[config.mk]
export PLATFORM = sky130hd
export DESIGN_NAME = am_select
export DESIGN_NICKNAME = d
export VERILOG_FILES = /design/src/rtl/am_select_pkg.sv /design/src/rtl/am_select_cfg.sv /design/src/rtl/am_select_space.sv /design/src/rtl/am_select_code.sv /design/src/rtl/am_select.sv
export SDC_FILE = /design/constraint.sdc
export NUM_CORES = 1
export LEC_CHECK = 0
export ABC_AREA = 1
export ABC_CLOCK_PERIOD_IN_PS = 2100
export BUFFER_PORTS_ARGS = -buffer_cell sky130_fd_sc_hd__buf_4
export CELL_PAD_IN_SITES_DETAIL_PLACEMENT = 2
export CELL_PAD_IN_SITES_GLOBAL_PLACEMENT = 2
export CORE_ASPECT_RATIO = 0.5
export CORE_MARGIN = 1
export CORE_UTILIZATION = 16
export DETAILED_ROUTE_END_ITERATION = 10
export PLACE_DENSITY_LB_ADDON = 0.05
export SLEW_MARGIN = 20
export SYNTH_ARGS = -nofsm -noshare
export SYNTH_HDL_FRONTEND = slang
export SYNTH_HIERARCHICAL = 1
export SYNTH_SLANG_ARGS = --single-unit
[constraint.sdc]
create_clock -name clk -period 2.1 [get_ports clk]
set_input_delay 0 -clock clk [delete_from_list [all_inputs] [get_ports clk]]
set_output_delay 0 -clock clk [all_outputs]
set_load 0.01 [all_outputs]
[src/rtl/am_select_pkg.sv]
package am_select_pkg;

   localparam int CFG_W = 8;
   localparam int AM_W  = 6;
   localparam int FC_W  = 3;

   // configuration bit positions that the selector decodes
   localparam int CB_D16   = 0;
   localparam int CB_STD   = 1;
   localparam int CB_SHORT = 2;
   localparam int CB_OVR   = 3;

   typedef enum logic [1:0] {
      FAM_EXT   = 2'd0,
      FAM_STD   = 2'd1,
      FAM_SHORT = 2'd2
   } am_family_e;

   function automatic logic [AM_W-1:0] fam_base(am_family_e f);
      case (f)
         FAM_STD:   fam_base = 6'h38;
         FAM_SHORT: fam_base = 6'h28;
         default:   fam_base = 6'h08;
      endcase
   endfunction

endpackage

[src/rtl/am_select_cfg.sv]
module am_select_cfg #(
   parameter int                ADDR_W   = 32,
   parameter int                W        = 8,
   parameter logic [ADDR_W-1:0] CFG_ADDR = 32'hFFFE_2005
) (
   input  logic              clk,
   input  logic              rst_n,
   input  logic [ADDR_W-1:0] addr,
   input  logic              wr,
   input  logic              rd,
   input  logic [W-1:0]      wdata,
   output logic [W-1:0]      rdata,
   output logic [W-1:0]      cfg_q
);

   logic hit;
   assign hit = (addr == CFG_ADDR);

   always_ff @(posedge clk) begin
      if (!rst_n)
         cfg_q <= '0;
      else if (wr && hit)
         cfg_q <= wdata;
   end

   assign rdata = (rd && hit) ? cfg_q : '0;

   AST_CFG_WRITE: assert property (@(posedge clk) disable iff (!rst_n)
      (wr && hit) |=> (cfg_q == $past(wdata)));
   AST_CFG_HOLD: assert property (@(posedge clk) disable iff (!rst_n)
      (!wr || !hit) |=> $stable(cfg_q));

endmodule

[src/rtl/am_select_space.sv]
module am_select_space
   import am_select_pkg::*;
#(
   parameter int                ADDR_W     = 32,
   parameter logic [ADDR_W-1:0] D32_LIMIT  = 32'hF000_0000,
   parameter logic [ADDR_W-1:0] STD_LIMIT  = 32'h0100_0000,
   parameter logic [ADDR_W-1:0] SHORT_BASE = 32'hFFFF_0000
) (
   input  logic [ADDR_W-1:0] addr,
   input  logic              force_std,
   input  logic              force_short,
   input  logic              d16_only,
   output am_family_e        family,
   output logic              wide_ok
);

   initial begin
      AST_WINDOW_ORDER: assert (STD_LIMIT <= D32_LIMIT && D32_LIMIT <= SHORT_BASE)
         else $fatal(1, "address windows out of order");
   end

   logic in_std_win, in_short_win;
   assign in_std_win   = (addr < STD_LIMIT);
   assign in_short_win = (addr >= SHORT_BASE);

   // short selection is checked first and so wins over standard
   always_comb begin
      if (force_short || in_short_win)
         family = FAM_SHORT;
      else if (force_std || in_std_win)
         family = FAM_STD;
      else
         family = FAM_EXT;
   end

   assign wide_ok = !d16_only && (addr < D32_LIMIT);

endmodule

[src/rtl/am_select_code.sv]
module am_select_code
   import am_select_pkg::*;
(
   input  am_family_e        family,
   input  logic [FC_W-1:0]   fc,
   output logic [AM_W-1:0]   code,
   output logic              bad_fc
);

   // usable function codes have exactly one of the two low bits set
   assign bad_fc = (fc[1] == fc[0]);

   always_comb begin
      if (family == FAM_SHORT)
         code = fam_base(family) | {3'b000, fc[2], 2'b01};
      else
         code = fam_base(family) | {3'b000, fc};
   end

endmodule

[src/rtl/am_select.sv]
module am_select
   import am_select_pkg::*;
#(
   parameter int                ADDR_W       = 32,
   parameter logic [ADDR_W-1:0] CFG_ADDR     = 32'hFFFE_2005,
   parameter logic [ADDR_W-1:0] D32_LIMIT    = 32'hF000_0000,
   parameter logic [ADDR_W-1:0] STD_LIMIT    = 32'h0100_0000,
   parameter logic [ADDR_W-1:0] SHORT_BASE   = 32'hFFFF_0000,
   parameter bit                HAS_OVERRIDE = 1'b1
) (
   input  logic              clk,
   input  logic              rst_n,
   input  logic [ADDR_W-1:0] loc_addr,
   input  logic              loc_wr,
   input  logic              loc_rd,
   input  logic [7:0]        loc_wdata,
   output logic [7:0]        loc_rdata,
   input  logic [5:0]        ovr_am,
   input  logic              cyc_req,
   input  logic [ADDR_W-1:0] cyc_addr,
   input  logic [2:0]        cyc_fc,
   output logic [5:0]        am_out,
   output logic              d32_ok,
   output logic              am_valid,
   output logic              cyc_invalid
);

   initial begin
      AST_ADDR_WIDTH: assert (ADDR_W >= 17)
         else $fatal(1, "ADDR_W too small for the short window");
   end

   logic [CFG_W-1:0] cfg_q;
   am_family_e       family;
   logic             wide_ok, bad_fc, use_ovr;
   logic [AM_W-1:0]  derived;

   am_select_cfg #(.ADDR_W(ADDR_W), .W(CFG_W), .CFG_ADDR(CFG_ADDR)) u_cfg (
      .clk(clk), .rst_n(rst_n), .addr(loc_addr), .wr(loc_wr), .rd(loc_rd),
      .wdata(loc_wdata), .rdata(loc_rdata), .cfg_q(cfg_q));

   am_select_space #(.ADDR_W(ADDR_W), .D32_LIMIT(D32_LIMIT),
      .STD_LIMIT(STD_LIMIT), .SHORT_BASE(SHORT_BASE)) u_space (
      .addr(cyc_addr), .force_std(cfg_q[CB_STD]), .force_short(cfg_q[CB_SHORT]),
      .d16_only(cfg_q[CB_D16]), .family(family), .wide_ok(wide_ok));

   am_select_code u_code (
      .family(family), .fc(cyc_fc), .code(derived), .bad_fc(bad_fc));

   generate
      if (HAS_OVERRIDE) begin : g_ovr
         assign use_ovr = cfg_q[CB_OVR];
      end else begin : g_no_ovr
         assign use_ovr = 1'b0;
      end
   endgenerate

   logic ok_n;
   assign ok_n = use_ovr || !bad_fc;

   always_ff @(posedge clk) begin
      if (!rst_n || !cyc_req) begin
         am_out      <= '0;
         d32_ok      <= 1'b0;
         am_valid    <= 1'b0;
         cyc_invalid <= 1'b0;
      end else begin
         am_valid    <= ok_n;
         cyc_invalid <= !ok_n;
         d32_ok      <= ok_n && wide_ok;
         if (use_ovr)
            am_out <= ovr_am;
         else if (bad_fc)
            am_out <= '0;
         else
            am_out <= derived;
      end
   end

   AST_IDLE_CLEAR: assert property (@(posedge clk) disable iff (!rst_n)
      !cyc_req |=> (!am_valid && !cyc_invalid && !d32_ok));
   AST_FLAG_EXCL: assert property (@(posedge clk) disable iff (!rst_n)
      !(am_valid && cyc_invalid));
   AST_NO_D32_HIGH: assert property (@(posedge clk) disable iff (!rst_n)
      (cyc_req && cyc_addr >= D32_LIMIT) |=> !d32_ok);
   AST_SHORT_WINS: assert property (@(posedge clk) disable iff (!rst_n)
      (cyc_req && !use_ovr && cyc_fc[1] != cyc_fc[0]
       && (cfg_q[CB_SHORT] || cyc_addr >= SHORT_BASE)) |=> (am_out[5:3] == 3'b101));
   AST_BAD_FC_NO_CODE: assert property (@(posedge clk) disable iff (!rst_n)
      cyc_invalid |-> (am_out == '0 && !d32_ok));

   generate
      if (HAS_OVERRIDE) begin : g_ovr_chk
         AST_OVR_PASS: assert property (@(posedge clk) disable iff (!rst_n)
            (cyc_req && cfg_q[CB_OVR]) |=> (am_valid && am_out == $past(ovr_am)));
      end
   endgenerate

endmodule

==> summary.md <==
| Metric | Value |
|---|---|
| Final period util | `0.643` |
| Commonest non-fill, non-tap cell in the layout | `buf_4` |
| Power Dens Cells | `around 460 nW/um^2` |
| Peak supply drop | `between 0.00015 and 0.0002 V` |
| Leak Pwr | `1.01 nW` |
| Net switching power | `0.193 mW` |
| Root buf cell | `clkbuf_16` |
| DIE AREA | `around 6900 sq um` |
| Tmin final | `between 1000 and 1500 ps` |
| Critical path's most frequent cell | `inv_1` |
| Critical register-to-register path startpoint | `u_cfg/cfg_q[2]$_SDFFE_PN0P_` |
| Final Cell Area | `1910 sq um` |
| Max clock buf depth | `2` |
| Met2 routed WL | `~1.9 mm` |
| Wirelength per Cell | `around 10 microns` |
| Layout Utilization | `0.308` |
| Fillers | `around 800` |
| GRT Util Overall | `0.114` |
| CTS tree | `built` |
| Post-synth top area share | `0.323` |
| DRT antenna net count | `0` |
| Logic pwr share | `0.190` |
| Maximum number of pins on one net before global-route repair | `17` |
| Initial core utilization | `0.170` |
| Initial detailed-routing violation count | `22` |
| Cell total after placement | `between 300 and 400` |
| Total number of vias | `between 1,000 and 1,500` |
| CTS clk-pin slew, worst paths | `~50 ps` |
| Post-Route WL | `around 3.8 mm` |
| Place WS | `roughly 720 ps` |
| CP delay by family, top | `simple AND/OR/NAND/NOR gates` |
| Share of cells above drive strength 1 | `0.358` |
| Critical path cell sequence | `inv_1 -> o21ai_2 -> nor2_1 -> inv_1 -> ha_1 -> or2_1 -> nand2_1 -> a21oi_1` |
| Critical hold path startpoint | `ovr_am[3]` |
| Pint | `approximately 0.69 mW` |
| Seq cells post-synth | `17` |
| Critical path class | `flip-flop to flip-flop` |
| Setup Skew | `about 2.3 ps` |
| Hold Slack | `2.67 ps` |
| Final Power | `0.887 mW` |
| DIE HEIGHT | `59.4 microns` |
| Final worst slack | `750 ps` |
| Detailed Place HPWL | `3.18 mm` |
| Worst path bufs/invs | `2` |
| Crit end category | `flip-flop` |
| Diode count | `0` |
| Setup_tns | `0 ps` |
| Synth Cell Area | `approximately 1100 sq um` |
| Largest cells by area after synthesis | `dfxtp_1 32%, nand2_1 22%, nor2_1 17%` |
| Critical path data arrival time | `1480 ps` |
| Syn_area_per_cell | `~5.8 sq um` |
| Core Rows | `20` |
| Synth area leader | `dfxtp_1` |
| Residual DRC | `0` |
| Top Ports | `103` |
| Worst-skew pair later-pin latency | `approximately 250 ps` |
| Clock power frac | `0.439` |
| Commonest non-fill, non-tap cells in the layout | `86 x buf_4, 63 x nand2_1, 48 x nor2_1, 30 x inv_1, 17 x dfxtp_1` |
| Post-Place Cell Area | `1760 sq um` |
| Req. time, crit path | `~2200 ps` |
| Hold path cells | `3` |
| Layout Nets | `roughly 360` |
| R2R setup slack | `roughly 750 ps` |
| Antenna violations before repair | `0` |
| Multi-input gate area | `about 560 sq um` |
| Worst r2r dst | `am_out[0]$_SDFF_PP0_` |
| Slowest CP cell | `dfxtp_1` |
| DR pass1 iterations | `2` |
| Switch share | `0.218` |
| Clock net sink count | `17` |
| Netlist cell types | `16` |
| IO Port Bufs | `86` |
| Startpoint Class | `flip-flop` |
| GRT overflow | `0` |
| Via density | `between 3 and 4` |
| Vias in the first global route | `roughly 1,400` |
| Max Fanout on Critical Path | `3` |
| Worst path max stage delay | `320 ps` |
| Flop pwr share | `0.372` |
| Top Metal Used | `met4` |
| Synth-to-layout area growth | `81.7%` |
| Hold endpoint | `am_out[3]$_SDFF_PP0_` |
| RSZ-0062 raised after global routing | `false` |
| Post-Synthesis Cells | `roughly 180` |
| Outcome | `finished, final reports clean` |
| Worst Hold Class | `input port to flip-flop` |
| CTS resizes | `0` |
| Max Cap Viol | `0` |
| Syn nets | `between 200 and 300` |
| CTS buffer count | `3` |
| Post-Layout Cell Count | `between 300 and 400` |
| Wire length on met3 | `between 400 and 500 microns` |
| Peak Freq | `around 740 MHz` |
| Die X | `roughly 120 microns` |
| Sequential Area | `around 340 sq um` |
| Core ar. | `slightly above 6000 sq um` |
| Syn. warnings | `6` |
| Reg2reg path depth | `8` |
| First-pass GRT wire length | `around 6.0 mm` |
| Setup-failing EPs final | `0` |
| H-Tree Depth | `1` |
| Post-CTS setup buffers | `0` |
| Metal-1 WL | `approximately 1.4 mm` |
| Hold Fails Final Rpt | `0` |
| Max Slew Vio Count | `0` |
| Final GP Congestion | `around 0.65` |
| Share of the yosys chip area belonging to registers | `0.323` |
[power by group through the flow]
stage	clock network [mW]	logic (mW)	registers, mW
after floorplan	0	0.0423	0.339
after global placement	0	0.156	0.336
after detailed placement	0	0.161	0.337
after CTS	0.408	0.173	0.330
after global routing	0.421	0.188	0.330
final	0.389	0.168	0.330
[worst max path at each step]
stage,cells after the start,endpoint,from
floorplan,8,am_out[0]$_SDFF_PP0_,u_cfg/cfg_q[2]$_SDFFE_PN0P_
global placement,11,am_out[0]$_SDFF_PP0_,cyc_addr[30]
detailed placement,11,am_out[0]$_SDFF_PP0_,cyc_addr[28]
CTS,8,am_out[0]$_SDFF_PP0_,u_cfg/cfg_q[2]$_SDFFE_PN0P_
global route,8,am_out[0]$_SDFF_PP0_,u_cfg/cfg_q[2]$_SDFFE_PN0P_
finish,8,am_out[0]$_SDFF_PP0_,u_cfg/cfg_q[2]$_SDFFE_PN0P_
[registers in the layout, summed over array words and instances, names as in the netlist]
| name | cells |
|---|---|
| d32_ok | 1 |
| cyc_invalid | 1 |
| am_valid | 1 |
| am_out | 6 |
| u_cfg/cfg_q | 8 |
[synthesized netlist by cell type]
library cell,n
a21oi_1,6
nor2_4,1
nor2_1,48
o21ai_2,1
buf_4,3
inv_1,30
conb_1,1
dfxtp_1,17
nand2_2,2
buf_6,2
ha_1,2
or2_1,1
nand3_1,1
nand3_4,1
nand2_1,63
nor2_2,3
[final cells by class]
class,instances,area share
clock buffers,3,0.0392
clock inverters,1,0.00261
inverters,30,0.0588
multi-input cells,130,0.290
flip-flops and latches,17,0.178
well taps,88,0.0575
repair buffers,93,0.374
[timing repair]
action,CTS,global route
endpoints found under the hold margin,7,0
hold buffers,7,0
endpoints found under the setup margin,0,0
[layer usage]
metal / vias to the layer above / track usage
met2: 54 / 0.213
met1: 644 / 0.114
li1: 703 / -
met4: 0 / 0.0325
met5: - / 0
met3: 5 / 0.0562
[cells by family (layout without fill, tap and decap cells)]
| logic type | after synthesis | after routing | share of synthesized area |
|---|---|---|---|
| compound gates | 7 | 7 | 0.0368 |
| buf+inv | 35 | 127 | 0.150 |
| fa+ha+maj | 2 | 2 | 0.0237 |
| simple gates | 120 | 120 | 0.463 |
| other cells | 1 | 1 | 0.00356 |
| flops | 17 | 17 | 0.323 |
[worst min-delay path, cell delays in order]
cell     delay [ps]
buf_4           110
nand2_1          50
a21oi_1          50
No activity file was read; power rests on OpenSTA's default activity.
